===== config.mk =====
export PLATFORM = sky130hd
export DESIGN_NAME = row_boundary_decoder
export DESIGN_NICKNAME = d
export VERILOG_FILES = /design/src/rtl/rdec_pkg.sv /design/src/rtl/rdec_regs.sv /design/src/rtl/rdec_cmp.sv /design/src/rtl/rdec_prio.sv /design/src/rtl/row_boundary_decoder.sv
export SDC_FILE = /design/constraint.sdc
export NUM_CORES = 1
export LEC_CHECK = 0
export BUFFER_PORTS_ARGS = -buffer_cell sky130_fd_sc_hd__buf_2
export CELL_PAD_IN_SITES_DETAIL_PLACEMENT = 0
export CELL_PAD_IN_SITES_GLOBAL_PLACEMENT = 1
export CORE_MARGIN = 5
export CORE_UTILIZATION = 47
export CTS_CLUSTER_DIAMETER = 30
export DETAILED_ROUTE_END_ITERATION = 8
export PLACE_DENSITY = 0.83
export SLEW_MARGIN = 20
export SYNTH_ARGS = -nofsm -noshare
export SYNTH_HDL_FRONTEND = slang
export SYNTH_SLANG_ARGS = --single-unit

===== constraint.sdc =====
create_clock -name clk -period 4.75 [get_ports clk]
set_input_delay 0 -clock clk [delete_from_list [all_inputs] [get_ports clk]]
set_output_delay 0 -clock clk [all_outputs]
set_load 0.005 [all_outputs]

===== src/rtl/rdec_pkg.sv =====
// Package: shared defaults and helpers for the row boundary decoder.
// Assumes callers size their ports from these defaults or override them consistently.
package rdec_pkg;
    localparam int DEF_ROWS     = 8;
    localparam int DEF_BND_W    = 7;
    localparam int DEF_ATTR_W   = 3;
    localparam int DEF_ADDR_W   = 33;
    localparam int DEF_GRAIN    = 26;
    localparam int DEF_REG_AW   = 4;
    localparam int DEF_DATA_W   = 32;
    localparam int DEF_CHAN_LSB = 21;

    // Channel field encoding of the mode register.
    typedef enum logic [1:0] {
        CHAN_ONE = 2'b00,
        CHAN_TWO = 2'b01
    } chan_code_e;

    // Returns 1 when the channel field requests dual-channel operation.
    function automatic logic chan_is_dual(input logic [1:0] code);
        return code == CHAN_TWO;
    endfunction
endpackage


===== src/rtl/rdec_regs.sv =====
// Module: register bank holding row limits, packed row attributes and channel mode.
// Assumes: limits at wr_addr 0..ROWS-1, attribute bytes at ROWS..ROWS+ROWS/2-1
// (two rows per byte, 4-bit lanes), mode register at ROWS+ROWS/2. Write only.
module rdec_regs
    import rdec_pkg::*;
#(
    parameter int ROWS     = DEF_ROWS,
    parameter int BND_W    = DEF_BND_W,
    parameter int ATTR_W   = DEF_ATTR_W,
    parameter int REG_AW   = DEF_REG_AW,
    parameter int DATA_W   = DEF_DATA_W,
    parameter int CHAN_LSB = DEF_CHAN_LSB
) (
    input  logic                    clk,
    input  logic                    rst_n,
    input  logic                    wr_en,
    input  logic [REG_AW-1:0]       wr_addr,
    input  logic [DATA_W-1:0]       wr_data,
    output logic [ROWS*BND_W-1:0]   bnd_flat,
    output logic [ROWS*ATTR_W-1:0]  attr_flat,
    output logic                    dual_mode
);
    localparam int ATTR_BASE = ROWS;
    localparam int MODE_ADDR = ROWS + ROWS / 2;
    localparam int LANE_W    = 4;

    logic unused_data;
    // Collects data bits no register stores.
    assign unused_data = ^{wr_data[DATA_W-1:CHAN_LSB+2], wr_data[CHAN_LSB-1:8], wr_data[7], wr_data[3]};

    generate
        for (genvar r = 0; r < ROWS; r++) begin : g_row
            localparam int ABYTE = ATTR_BASE + r / 2;
            localparam int ALANE = (r % 2) * LANE_W;
            logic [BND_W-1:0]  bnd_q;
            logic [ATTR_W-1:0] attr_q;

            // Loads this row's limit from the low data bits.
            always_ff @(posedge clk) begin
                if (!rst_n) begin
                    bnd_q <= '0;
                end else if (wr_en && wr_addr == REG_AW'(r)) begin
                    bnd_q <= wr_data[BND_W-1:0];
                end
            end

            // Loads this row's attribute from its lane of the shared byte.
            always_ff @(posedge clk) begin
                if (!rst_n) begin
                    attr_q <= '0;
                end else if (wr_en && wr_addr == REG_AW'(ABYTE)) begin
                    attr_q <= wr_data[ALANE +: ATTR_W];
                end
            end

            assign bnd_flat[r*BND_W +: BND_W]    = bnd_q;
            assign attr_flat[r*ATTR_W +: ATTR_W] = attr_q;
        end
    endgenerate

    // Keeps the channel mode decoded from the mode register.
    always_ff @(posedge clk) begin
        if (!rst_n) begin
            dual_mode <= 1'b0;
        end else if (wr_en && wr_addr == REG_AW'(MODE_ADDR)) begin
            dual_mode <= chan_is_dual(wr_data[CHAN_LSB +: 2]);
        end
    end
endmodule


===== src/rtl/rdec_cmp.sv =====
// Module: parallel range comparators, one per row.
// Assumes: row r spans [limit r-1, limit r), row 0 starts at zero; rows at or
// beyond the active count are masked out. Purely combinational.
module rdec_cmp #(
    parameter int ROWS  = 8,
    parameter int BND_W = 7,
    parameter int CMP_W = 7
) (
    input  logic [CMP_W-1:0]      unit_i,
    input  logic [ROWS*BND_W-1:0] bnd_flat,
    input  logic                  dual_mode,
    output logic [ROWS-1:0]       match_o
);
    localparam int HALF = ROWS / 2;

    generate
        for (genvar r = 0; r < ROWS; r++) begin : g_cmp
            logic [CMP_W-1:0] upper;
            logic [CMP_W-1:0] lower;
            logic             active;

            assign upper = CMP_W'(bnd_flat[r*BND_W +: BND_W]);
            if (r == 0) begin : g_first
                assign lower = '0;
            end else begin : g_rest
                assign lower = CMP_W'(bnd_flat[(r-1)*BND_W +: BND_W]);
            end
            if (r < HALF) begin : g_low
                assign active = 1'b1;
            end else begin : g_high
                assign active = !dual_mode;
            end

            // Flags an address unit inside this row's half-open range.
            always_comb begin
                match_o[r] = active && (unit_i >= lower) && (unit_i < upper);
            end
        end
    endgenerate
endmodule


===== src/rtl/rdec_prio.sv =====
// Module: lowest-index priority pick with attribute select.
// Assumes any number of match bits may be set; returns zeros when none is.
module rdec_prio #(
    parameter int ROWS   = 8,
    parameter int ATTR_W = 3,
    parameter int ROW_W  = 3
) (
    input  logic [ROWS-1:0]        match_i,
    input  logic [ROWS*ATTR_W-1:0] attr_flat,
    output logic                   any_o,
    output logic [ROW_W-1:0]       row_o,
    output logic [ATTR_W-1:0]      attr_o
);
    // Scans from the top so the lowest set bit is the last to win.
    always_comb begin
        row_o = '0;
        for (int r = ROWS - 1; r >= 0; r--) begin
            if (match_i[r]) row_o = ROW_W'(r);
        end
    end

    // Reports whether any row matched.
    always_comb begin
        any_o = |match_i;
    end

    // Picks the chosen row's attribute, zero on a miss.
    always_comb begin
        attr_o = any_o ? attr_flat[row_o*ATTR_W +: ATTR_W] : '0;
    end
endmodule


===== src/rtl/row_boundary_decoder.sv =====
// Module: top of the cumulative row boundary decoder.
// Takes the address unit above GRAIN, compares it against all active row ranges,
// keeps the lowest match and registers row, hit and attribute (one-cycle latency).
module row_boundary_decoder
    import rdec_pkg::*;
#(
    parameter int ROWS     = DEF_ROWS,
    parameter int BND_W    = DEF_BND_W,
    parameter int ATTR_W   = DEF_ATTR_W,
    parameter int ADDR_W   = DEF_ADDR_W,
    parameter int GRAIN    = DEF_GRAIN,
    parameter int REG_AW   = DEF_REG_AW,
    parameter int DATA_W   = DEF_DATA_W,
    parameter int CHAN_LSB = DEF_CHAN_LSB,
    localparam int ROW_W   = $clog2(ROWS)
) (
    input  logic              clk,
    input  logic              rst_n,
    input  logic              wr_en,
    input  logic [REG_AW-1:0] wr_addr,
    input  logic [DATA_W-1:0] wr_data,
    input  logic [ADDR_W-1:0] addr_i,
    output logic [ROW_W-1:0]  row_o,
    output logic              hit_o,
    output logic [ATTR_W-1:0] attr_o
);
    localparam int UNIT_W = ADDR_W - GRAIN;
    localparam int CMP_W  = (UNIT_W > BND_W) ? UNIT_W : BND_W;

    logic [ROWS*BND_W-1:0]  bnd_flat;
    logic [ROWS*ATTR_W-1:0] attr_flat;
    logic                   dual_mode;
    logic [CMP_W-1:0]       unit_w;
    logic [ROWS-1:0]        match_w;
    logic                   any_w;
    logic [ROW_W-1:0]       row_w;
    logic [ATTR_W-1:0]      attr_w;
    logic [GRAIN-1:0]       unused_low;

    // Takes the coarse address unit; bits below the grain do not matter.
    assign unit_w     = CMP_W'(addr_i[ADDR_W-1:GRAIN]);
    assign unused_low = addr_i[GRAIN-1:0];

    rdec_regs #(
        .ROWS(ROWS), .BND_W(BND_W), .ATTR_W(ATTR_W),
        .REG_AW(REG_AW), .DATA_W(DATA_W), .CHAN_LSB(CHAN_LSB)
    ) u_regs (
        .clk(clk), .rst_n(rst_n), .wr_en(wr_en), .wr_addr(wr_addr),
        .wr_data(wr_data), .bnd_flat(bnd_flat), .attr_flat(attr_flat),
        .dual_mode(dual_mode)
    );

    rdec_cmp #(.ROWS(ROWS), .BND_W(BND_W), .CMP_W(CMP_W)) u_cmp (
        .unit_i(unit_w), .bnd_flat(bnd_flat), .dual_mode(dual_mode),
        .match_o(match_w)
    );

    rdec_prio #(.ROWS(ROWS), .ATTR_W(ATTR_W), .ROW_W(ROW_W)) u_prio (
        .match_i(match_w), .attr_flat(attr_flat), .any_o(any_w),
        .row_o(row_w), .attr_o(attr_w)
    );

    // Registers the decode result one edge after the address.
    always_ff @(posedge clk) begin
        if (!rst_n) begin
            row_o  <= '0;
            hit_o  <= 1'b0;
            attr_o <= '0;
        end else begin
            row_o  <= row_w;
            hit_o  <= any_w;
            attr_o <= attr_w;
        end
    end
endmodule


==> run summary, run 1 <==
### Synth
- 683 — Synthesized Nets
- 0 — yosys warns
- 556 — Cells after Synth
- 88 — flip-flop and latch count after synthesis
- 0% — fraction of synthesis flops using an asynchronous set or reset pin
- dfxtp_1 — commonest register cell after synthesis
- 0 — EDFF count, synth
- 35.4% — portion of the post-synthesis area used by sequential elements
- 4980 um2 — area of the mapped netlist
- 48 — number of distinct library cells after synthesis
- 8.95 um2 — per-instance average area after synthesis

### Floorplan
- 37 — number of standard-cell rows in the floorplan
- 12700 um2 — area of the die
- 79 — I/O pin count
- 113 um — die width
- 113 um — die outline height
- 48.2% — Initial Utilization
- 10300 um2 — area of the core

### Timing
- 0.338 GHz — maximum clock frequency
- 0.995 ns — slew at the pin closest to its max-slew limit
- 0 — total of endpoints with negative setup slack in the final report
- 0 — number of pins with negative max-slew slack in the final report
- no — unrepaired setup endpoints after global routing
- 0 — final hold vios
- 2.96 ns — final critical delay including setup and external delays
- 0.0103 ns — worst clock skew on the final layout
- 33.1% — relative slew slack
- 0 ns — final setup TNS
- 62.4% — final clock period utilization by the worst path

### CTS
- 88 — Clock Sink Count
- built — clock tree from TritonCTS
- 2 — maximum buffer depth of the clock tree
- 9 — Inserted Clock Buffers
- 0 — post-CTS setup repair buffer count
- 0.09 ns — Reg clk slew, reported paths
- clkbuf_8 — clock tree root buffer cell
- 3 — number of levels in the clock H-tree
- 0.36 ns — clock network latency to the later pin of the worst-skew pair

### Routing
- 5.43 — average via count per standard cell
- 4 — TritonRoute pass-1 iters
- 16.8 um — Routed WL per cell
- 0 — # DRC
- 12.1 mm — Routed Wire Length
- 3905 — number of vias after detailed routing
- 163 — Detailed Route Iter0 Violations
- 0 — ANT nets after route

### Setup path
- o31ai_1 — Slowest cell on crit path
- reg -> reg — critical path class
- inv_1, ha_1, a21o_1, a221o_1, or2_2, o31ai_1, o21ai_0, a21bo_2, nand4_2 — crit path cell chain
- 9 — reg2reg path depth
- 0.83 ns — maximum cell stage delay along the critical path
- flip-flop — category of the worst setup path launch point
- 1.79 ns — Reg2Reg Setup Slack
- 7 — critical path fanouts, max
- flip-flop — Critical Path Sink Type
- attr_o[1] — RR Endpoint
- 5.05 ns — WP data required
- 3.27 ns — Crit path arrival time
- u_regs.g_row[3].bnd_q[5] — launch point of the worst reg-to-reg path

### Placed design
- 0.815 — final RePlAce weighted congestion
- 29 — count of port buffers added during placement
- 8.48 mm — HPWL reported at the end of detailed placement

### Layout
- 705 — Post-layout nets
- 11.5% — fraction of final layout cells with drive strength greater than 1
- 9.68% — Area growth, synth to finish
- nor2_1, dfxtp_1, mux2i_1 — most frequent cells in the layout
- nor2_1 — leading cell type in the layout, fill and taps excluded
- 0 — diode insertion count for antenna repair

### Power
- 1.54 mW — total power consumption of the routed design
- 282 nW/um2 — power density of the placed cells
- 0.135 mV — worst voltage drop across the vdd grid
- 2.23 nW — leakage dissipation

### Worst hold path
- 3 — worst hold stages
- u_regs.g_row[0].bnd_q[3] — Min-Delay Endpoint
- wr_data[3] — startpoint of the lowest-slack hold path
- in -> reg — worst hold path class

### Global routing
- 0 — leftover overflow at the end of global routing
- 85 — maximum number of pins on one net before global-route repair
- 0 — initial antenna violation count
- 19.5% — Global Route Usage Sum
- 19.7 mm — first-pass GRT wire length
- 3870 — via count of the first global-routing pass

### Run
- 0 — total of max-cap violations

### Status
- complete, no violations — run status

[layout make-up]
cell class              count  area [um2]
fillers                   986        4870
multi-input cells         395        2940
flip-flops and latches     88        1760
inverters                  51         191
repair buffers             33         180
well taps                 136         170
clock buffers              13         149
clock inverters             3        65.1
[per-layer routing]
metal	global-route usage [%]	wire, um	vias to the layer above
li1	-	-	1981
met1	26.3	5870	1821
met2	31.6	5340	81
met3	2.35	540	22
met4	8.25	312	0
met5	0	0	-
[state kept, by name, summed over array words and instances, names as in the netlist]
name	count
u_regs.g_row.bnd_q	56
u_regs.g_row.attr_q	24
u_regs.dual_mode	1
row_o	3
hit_o	1
attr_o	3
[kinds of logic after synthesis]
logic type	share of synthesized area (%)
AOI/OAI and AO/OA	13.0
DFF	35.4
adders and majority gates	13.8
and+or+nand+nor	16.2
buffers and inverters	5.51
muxes	16.1
[per-stage QoR]
step / hold WS (ns) / setup slack [ns] / area (um2) / instances / util, %
6_report: 0.0417 / 1.79 / 5460 / 719 / 52.9
5_1_grt: 0.0608 / 1.61 / 5460 / 719 / 52.9
4_1_cts: 0.0343 / 1.83 / 5460 / 719 / 52.9
3_5_place_dp: 0.277 / 1.86 / 5220 / 701 / 50.6
3_3_place_gp: 0.275 / 1.90 / 5220 / 701 / 50.6
2_1_floorplan: 0.147 / 2.19 / 4980 / 556 / -
[synth_stat cells, drive strengths merged, types with 3 or more instances]
cell,number,area [um2]
nor2,99,372
a211oi,8,70.1
nand3,15,75.1
o211ai,3,22.5
mux2i,80,801
o21a,5,37.5
a21oi,18,90.1
nand2,7,26.3
clkbuf,19,71.3
a31oi,4,25.0
a211o,3,26.3
nand2b,7,43.8
o21ai,20,100
ha,55,688
nor3,5,30.0
inv,51,191
dfxtp,88,1760
a21o,5,38.8
nor2b,5,31.3
nand4,10,75.1
nand3b,8,60.1
buf,3,11.3
a21bo,11,110
[where the power goes]
| group | switching, mW | internal (mW) | total, mW |
|---|---|---|---|
| sequential | 0.00503 | 0.749 | 0.754 |
| clock | 0.257 | 0.311 | 0.568 |
| combinational | 0.138 | 0.0796 | 0.217 |
[critical path, delay by kind of cell, from the launching register on]
kind | cells | cell delay [ns]
buf+inv | 1 | 0.05
fa+ha+maj | 1 | 0.28
simple gates | 2 | 0.40
compound gates | 5 | 1.84
flops | 1 | 0.33
[worst max-delay path by stage]
stage / endpoint / from / slack, ns / depth (start not counted)
after global placement: attr_o[2] / u_regs.g_row[3].bnd_q[5] / 1.90 / 9
after floorplan: attr_o[0] / u_regs.g_row[4].bnd_q[4] / 2.19 / 10
final: attr_o[1] / u_regs.g_row[3].bnd_q[5] / 1.79 / 9
after CTS: attr_o[0] / u_regs.g_row[3].bnd_q[5] / 1.83 / 9
after global routing: attr_o[2] / u_regs.g_row[3].bnd_q[5] / 1.61 / 9
after detailed placement: attr_o[0] / u_regs.g_row[3].bnd_q[5] / 1.86 / 9
[repair_timing]
| action | 4_1_cts | 5_1_grt |
|---|---|---|
| endpoints found under the hold margin | 1 | 0 |
| hold buffers | 2 | 0 |
| resized for setup | 0 | 0 |
Note: power is estimated with default switching activity, not from simulation.
==> inputs of run 2 (changes only) <==
--- a/config.mk
+++ b/config.mk
@@ -9,10 +9,10 @@
 export CELL_PAD_IN_SITES_DETAIL_PLACEMENT = 0
 export CELL_PAD_IN_SITES_GLOBAL_PLACEMENT = 1
 export CORE_MARGIN = 5
-export CORE_UTILIZATION = 47
+export CORE_UTILIZATION = 43
 export CTS_CLUSTER_DIAMETER = 30
 export DETAILED_ROUTE_END_ITERATION = 8
-export PLACE_DENSITY = 0.83
+export PLACE_DENSITY = 0.77
 export SLEW_MARGIN = 20
 export SYNTH_ARGS = -nofsm -noshare
 export SYNTH_HDL_FRONTEND = slang
==> constraint.sdc (replaced) <==
create_clock -name clk -period 3.1 [get_ports clk]
set_input_delay 0 -clock clk [delete_from_list [all_inputs] [get_ports clk]]
set_output_delay 0 -clock clk [all_outputs]
set_load 0.005 [all_outputs]
==> run summary, run 2 (synthesized netlist as in run 1, its figures left out) <==
### Status
- complete, no violations — run status

### Layout
- 12.4% — Area growth, synth to finish
- u_regs.g_row.bnd_q (56), u_regs.g_row.attr_q (24) — Regs by FF count
- 708 — Post-layout nets, +0.43%
- 56 — number of flip-flops under the largest register name, unchanged
- nor2_1 — leading cell type in the layout, fill and taps excluded
- 49.2% — final core occ, -3.7 points
- 12.5% — fraction of final layout cells with drive strength greater than 1, +0.97 points
- 2940 um2 — area of the multi-input gates, unchanged
- nor2_1, dfxtp_1, mux2i_1 — most frequent cells in the layout
- u_regs.g_row.bnd_q — register with the most flip-flops
- 0 — diode insertion count for antenna repair, unchanged
- 1121 — fill count, +14%
- 1760 um2 — register area, unchanged

### CTS
- 0 — post-CTS setup repair buffer count, unchanged
- 2 — maximum buffer depth of the clock tree, unchanged
- 3 — number of levels in the clock H-tree, unchanged
- 9 — Inserted Clock Buffers, unchanged
- 0.35 ns — clock network latency to the later pin of the worst-skew pair, about the same
- 0.06 ns — Reg clk slew, reported paths, -0.03 ns
- clkbuf_16 — clock tree root buffer cell
- 88 — Clock Sink Count, unchanged
- built — clock tree from TritonCTS

### Timing
- 92.1% — final clock period utilization by the worst path, +30 points
- 40.0% — relative slew slack, +6.9 points
- 0 — total of endpoints with negative setup slack in the final report, unchanged
- 2.85 ns — final critical delay including setup and external delays, -0.107 ns
- 0 — final hold vios, unchanged
- 0 — number of pins with negative max-slew slack in the final report, unchanged
- 0.00806 ns — worst clock skew on the final layout, -0.00228 ns
- 0 ns — final setup TNS, unchanged
- 0.350 GHz — maximum clock frequency, +3.8%
- no — unrepaired setup endpoints after global routing
- 0.900 ns — slew at the pin closest to its max-slew limit, -0.0956 ns

### Setup path
- or4_4 — Slowest cell on crit path
- u_regs.g_row[4].bnd_q[4] — launch point of the worst reg-to-reg path
- flip-flop — Critical Path Sink Type
- reg -> reg — critical path class
- inv_1, ha_1, a211oi_2, nor2_1, or4_4, o22a_2, a2111o_1, nor3_2, a21bo_2, nand4_2 — crit path cell chain
- 1 — number of buffers and inverters on the critical path, unchanged
- flip-flop — category of the worst setup path launch point
- 3.14 ns — Crit path arrival time, -0.13 ns
- compound AO/OA/AOI/OAI gates — kind of cell adding the most delay to the critical path
- 4 — critical path fanouts, max, -3
- 0.51 ns — maximum cell stage delay along the critical path, -0.32 ns
- 3.38 ns — WP data required, -1.67 ns
- u_regs.g_row[4].bnd_q[4] — launch point of the critical path

### Power
- 12.8% — share of total power in combinational logic, -1.3 points
- 2.30 nW — leakage dissipation, +3.2%
- 1.99 mW — Pint, +75%
- 474 nW/um2 — power density of the placed cells, +68%
- 2.65 mW — total power consumption of the routed design, +72%
- 43.7% — Seq pwr share, -5.3 points
- 0.659 mW — switching power total, +65%
- 43.5% — relative contribution of the clock network to total power, +6.6 points
- 24.9% — Sw Ratio, -1.1 points
- 0.336 mV — worst voltage drop across the vdd grid, +150%

### Floorplan
- 118 um — die outline height, +4.1%
- 79 — I/O pin count, unchanged
- 11400 um2 — area of the core, +10%
- 13800 um2 — area of the die, +8.5%
- 118 um — die width, +4.1%
- 39 — number of standard-cell rows in the floorplan, +5.4%
- 43.8% — Initial Utilization, -4.4 points

### Global routing
- 20.6 mm — first-pass GRT wire length, +4.9%
- 3996 — via count of the first global-routing pass, +3.3%
- 0 — leftover overflow at the end of global routing, unchanged
- 85 — maximum number of pins on one net before global-route repair, unchanged
- 18.6% — Global Route Usage Sum, -0.99 points
- 0 — initial antenna violation count, unchanged

### Routing
- 296 — Detailed Route Iter0 Violations, +82%
- 0 — ANT nets after route, unchanged
- 4 — TritonRoute pass-1 iters, unchanged
- 12.4 mm — Routed Wire Length, +2.5%
- 17.0 um — Routed WL per cell, +1.1%
- 5.44 — average via count per standard cell, +0.14%
- 3965 — number of vias after detailed routing, +1.5%
- 0 — # DRC, unchanged

### Worst hold path
- wr_data[21] — startpoint of the lowest-slack hold path
- in -> reg — worst hold path class

### Placed design
- 8.84 mm — HPWL reported at the end of detailed placement, +4.3%
- 29 — count of port buffers added during placement, unchanged
- 0.867 — final RePlAce weighted congestion, +6.5%

### Run
- 0 — total of max-cap violations, unchanged

run 2: metrics by stage:
stage               instances  area [um2]  worst slack, ns  hold WS, ns
floorplan                 556        4980            0.536        0.147
global placement          712        5260            0.305        0.276
detailed placement        712        5260            0.280        0.285
CTS                       729        5590            0.253       0.0106
global route              729        5590            0.115       0.0318
finish                    729        5590            0.245       0.0211
run 2: area by class of cell:
type                            count  area share, %
Clock buffer                       14           5.08
Clock inverter                      2          0.627
Inverter                           51           3.42
Multi-Input combinational cell    395           52.6
Sequential cell                    88           31.5
Tap cell                          143           3.20
Timing Repair Buffer               36           3.58
run 2: path summary, 6_finish.rpt:
path | to | slack (ns) | depth (start not counted)
setup / recovery | attr_o[0] | 0.25 | 10
hold / removal | u_regs.dual_mode | 0.02 | 3
setup reg to reg | attr_o[0] | 0.25 | 10
hold reg to reg | u_regs.g_row[7].bnd_q[1] | 0.49 | 2
run 2: power by group through the flow:
stage          Clock [mW]  Combinational (mW)  Sequential (mW)
2_1_floorplan           0               0.218             1.18
3_3_place_gp            0               0.330             1.18
3_5_place_dp            0               0.338             1.18
4_1_cts              1.18               0.342             1.16
5_1_grt              1.22               0.382             1.16
6_report             1.15               0.340             1.16
run 2: tightest hold or removal path, stage by stage:
cell	delay (ns)
buf_2	0.09
or3b_2	0.18
a21oi_1	0.05
run 2: repair_timing:
| item | CTS | global route |
|---|---|---|
| resized for setup | 0 | 0 |
| hold endpoints to repair | 1 | 0 |
| hold buffers | 1 | 0 |
run 2: layer usage:
layer / GRT usage, % / wire length, um
met3: 3.32 / 606
met1: 23.5 / 5500
met5: 0 / 0
met4: 7.38 / 263
met2: 31.2 / 6010
==> inputs of run 3 (changes only) <==
--- a/config.mk
+++ b/config.mk
@@ -8,10 +8,12 @@
 export BUFFER_PORTS_ARGS = -buffer_cell sky130_fd_sc_hd__buf_2
 export CELL_PAD_IN_SITES_DETAIL_PLACEMENT = 0
 export CELL_PAD_IN_SITES_GLOBAL_PLACEMENT = 1
+export CORE_ASPECT_RATIO = 1.5
 export CORE_MARGIN = 5
 export CORE_UTILIZATION = 43
 export CTS_CLUSTER_DIAMETER = 30
 export DETAILED_ROUTE_END_ITERATION = 8
+export GPL_TIMING_DRIVEN = 0
 export PLACE_DENSITY = 0.77
 export SLEW_MARGIN = 20
 export SYNTH_ARGS = -nofsm -noshare
==> run summary, run 3 (synthesized netlist as in run 1, its figures left out) <==
### Floorplan
- 48 — number of standard-cell rows in the floorplan, +23%
- 79 — I/O pin count, unchanged
- 13900 um2 — area of the die, +0.32%
- 11400 um2 — area of the core, +0.36%
- 97.8 um — die width, -17%
- 43.6% — Initial Utilization, -0.16 points
- 142 um — die outline height, +21%

### Setup path
- 0.24 ns — Reg2Reg Setup Slack, about the same
- 4 — critical path fanouts, max, unchanged
- 10 — reg2reg path depth, unchanged
- flip-flop — category of the worst setup path launch point
- 3.14 ns — Crit path arrival time, about the same
- attr_o[0] — RR Endpoint
- 3.38 ns — WP data required, about the same
- flip-flop — Critical Path Sink Type
- reg -> reg — critical path class
- u_regs.g_row[4].bnd_q[4] — launch point of the worst reg-to-reg path

### Power
- 44.4% — relative contribution of the clock network to total power, +0.9 points
- 24.3% — Sw Ratio, -0.55 points
- 12.9% — share of total power in combinational logic, about the same
- 2.05 mW — Pint, +3.1%
- 0.660 mW — switching power total, about the same
- 2.32 nW — leakage dissipation, +1.1%
- 42.7% — Seq pwr share, -1.0 points
- 474 nW/um2 — power density of the placed cells, +0.16%
- 0.310 mV — worst voltage drop across the vdd grid, -7.8%

### Routing
- 0 — ANT nets after route, unchanged
- 17.2 um — Routed WL per cell, +1.6%
- 0 — # DRC, unchanged
- 145 — Detailed Route Iter0 Violations, -51%
- 5.37 — average via count per standard cell, -1.3%
- 4 — TritonRoute pass-1 iters, unchanged
- 4064 — number of vias after detailed routing, +2.5%
- 13.0 mm — Routed Wire Length, +5.5%

### CTS
- built — clock tree from TritonCTS
- 3 — number of levels in the clock H-tree, unchanged
- 9 — Inserted Clock Buffers, unchanged
- 88 — Clock Sink Count, unchanged
- 0.34 ns — clock network latency to the later pin of the worst-skew pair, about the same
- 2 — maximum buffer depth of the clock tree, unchanged
- 0.06 ns — Reg clk slew, reported paths, about the same
- clkbuf_16 — clock tree root buffer cell

### Global routing
- 0 — leftover overflow at the end of global routing, unchanged
- 0 — initial antenna violation count, unchanged
- 19.6% — Global Route Usage Sum, +1.1 points
- 21.0 mm — first-pass GRT wire length, +1.8%
- 14 — maximum number of pins on one net before global-route repair, -84%
- 4086 — via count of the first global-routing pass, +2.3%

### Timing
- 0.913 ns — slew at the pin closest to its max-slew limit, +0.0138 ns
- 39.1% — relative slew slack, -0.92 points
- 0.00491 ns — worst clock skew on the final layout, -0.00315 ns
- 0.0436 ns — hold slack, +0.0225 ns
- 0 ns — final setup TNS, unchanged
- 0 — total of endpoints with negative setup slack in the final report, unchanged
- 0.349 GHz — maximum clock frequency, -0.24%
- 92.3% — final clock period utilization by the worst path, +0.22 points
- 2.86 ns — final critical delay including setup and external delays, +0.00691 ns
- 0 — number of pins with negative max-slew slack in the final report, unchanged
- 0 — final hold vios, unchanged
- no — unrepaired setup endpoints after global routing

### Layout
- 1125 — fill count, +0.36%
- 0 — diode insertion count for antenna repair, unchanged
- 2950 um2 — area of the multi-input gates, +0.17%
- u_regs.g_row.bnd_q — register with the most flip-flops
- 14.8% — Area growth, synth to finish
- nor2_1 — leading cell type in the layout, fill and taps excluded
- u_regs.g_row.bnd_q (56), u_regs.g_row.attr_q (24) — Regs by FF count
- nor2_1, dfxtp_1, mux2i_1 — most frequent cells in the layout
- 1760 um2 — register area, unchanged
- 729 — Post-layout nets, +3.0%
- 10.7% — fraction of final layout cells with drive strength greater than 1, -1.7 points
- 56 — number of flip-flops under the largest register name, unchanged

### Worst hold path
- 3 — worst hold stages, unchanged
- wr_data[21] — startpoint of the lowest-slack hold path
- in -> reg — worst hold path class
- u_regs.dual_mode — Min-Delay Endpoint

### Placed design
- 28 — count of port buffers added during placement, -3.4%
- 9.82 mm — HPWL reported at the end of detailed placement, +11%
- 0.940 — final RePlAce weighted congestion, +8.3%

### Run
- 0 — total of max-cap violations, unchanged

### Status
- complete, no violations — run status

==> run 3: power by group through the flow <==
stage	clock network [mW]	logic, mW	registers, mW
2_1_floorplan	0	0.218	1.18
3_3_place_gp	0	0.332	1.18
3_5_place_dp	0	0.340	1.18
4_1_cts	1.22	0.348	1.16
5_1_grt	1.28	0.388	1.16
6_report	1.20	0.349	1.16
==> run 3: worst max-delay path by stage <==
stage,start,end,slack (ns),cells past startpoint
2_1_floorplan,u_regs.g_row[4].bnd_q[4],attr_o[0],0.54,10
3_3_place_gp,addr_i[26],attr_o[2],0.12,11
3_5_place_dp,addr_i[26],attr_o[1],0.11,11
4_1_cts,u_regs.g_row[3].bnd_q[5],attr_o[0],0.19,9
5_1_grt,u_regs.g_row[1].bnd_q[6],attr_o[1],0.001,10
6_report,u_regs.g_row[4].bnd_q[4],attr_o[0],0.24,10
==> run 3: what timing repair did <==
item | CTS | global route
gates resized for setup | 0 | 1
hold buffers | 7 | 0
endpoints found under the setup margin | 0 | 1
endpoints found under the hold margin | 13 | 0
setup buffers | 0 | 0
==> run 3: critical path, stage by stage, from the launching register on <==
cell      delay (ns)
dfxtp_1         0.33
inv_1           0.05
ha_1            0.30
a211oi_2        0.22
nor2_1          0.09
or4_4           0.51
o22a_2          0.26
a2111o_1        0.42
nor3_2          0.28
a21bo_2         0.28
nand4_2         0.08
==> run 3: per-layer routing <==
layer | wire length, um | share of wire, % | vias to the layer above | global-route usage [%]
met2 | 6450 | 49 | 73 | 34.6
met1 | 5830 | 45 | 1929 | 23.5
met4 | 360 | 2.8 | 0 | 7.88
met5 | 0 | 0 | - | 0
li1 | - | - | 2036 | -
met3 | 413 | 3.2 | 26 | 3.20
==> run 3: per-stage QoR <==
step / total power [mW] / util [%] / worst slack [ns] / instance area (um2) / std cells
final: 2.71 / 50.1 / 0.238 / 5710 / 757
after global routing: 2.82 / 50.1 / 0.00133 / 5710 / 757
after global placement: 1.51 / 46.5 / 0.116 / 5300 / 734
after CTS: 2.73 / 50.0 / 0.187 / 5710 / 757
after floorplan: 1.40 / - / 0.536 / 4980 / 556
after detailed placement: 1.52 / 46.5 / 0.108 / 5300 / 734
==> run 3: final cells by class <==
class	instances	share of cell area, %
plain buffers	22	1.45
inverters	51	3.35
clock buffers	14	4.80
flip-flops and latches	88	30.8
repair buffers	35	3.68
well taps	150	3.29
multi-input cells	395	51.6
clock inverters	2	1.05
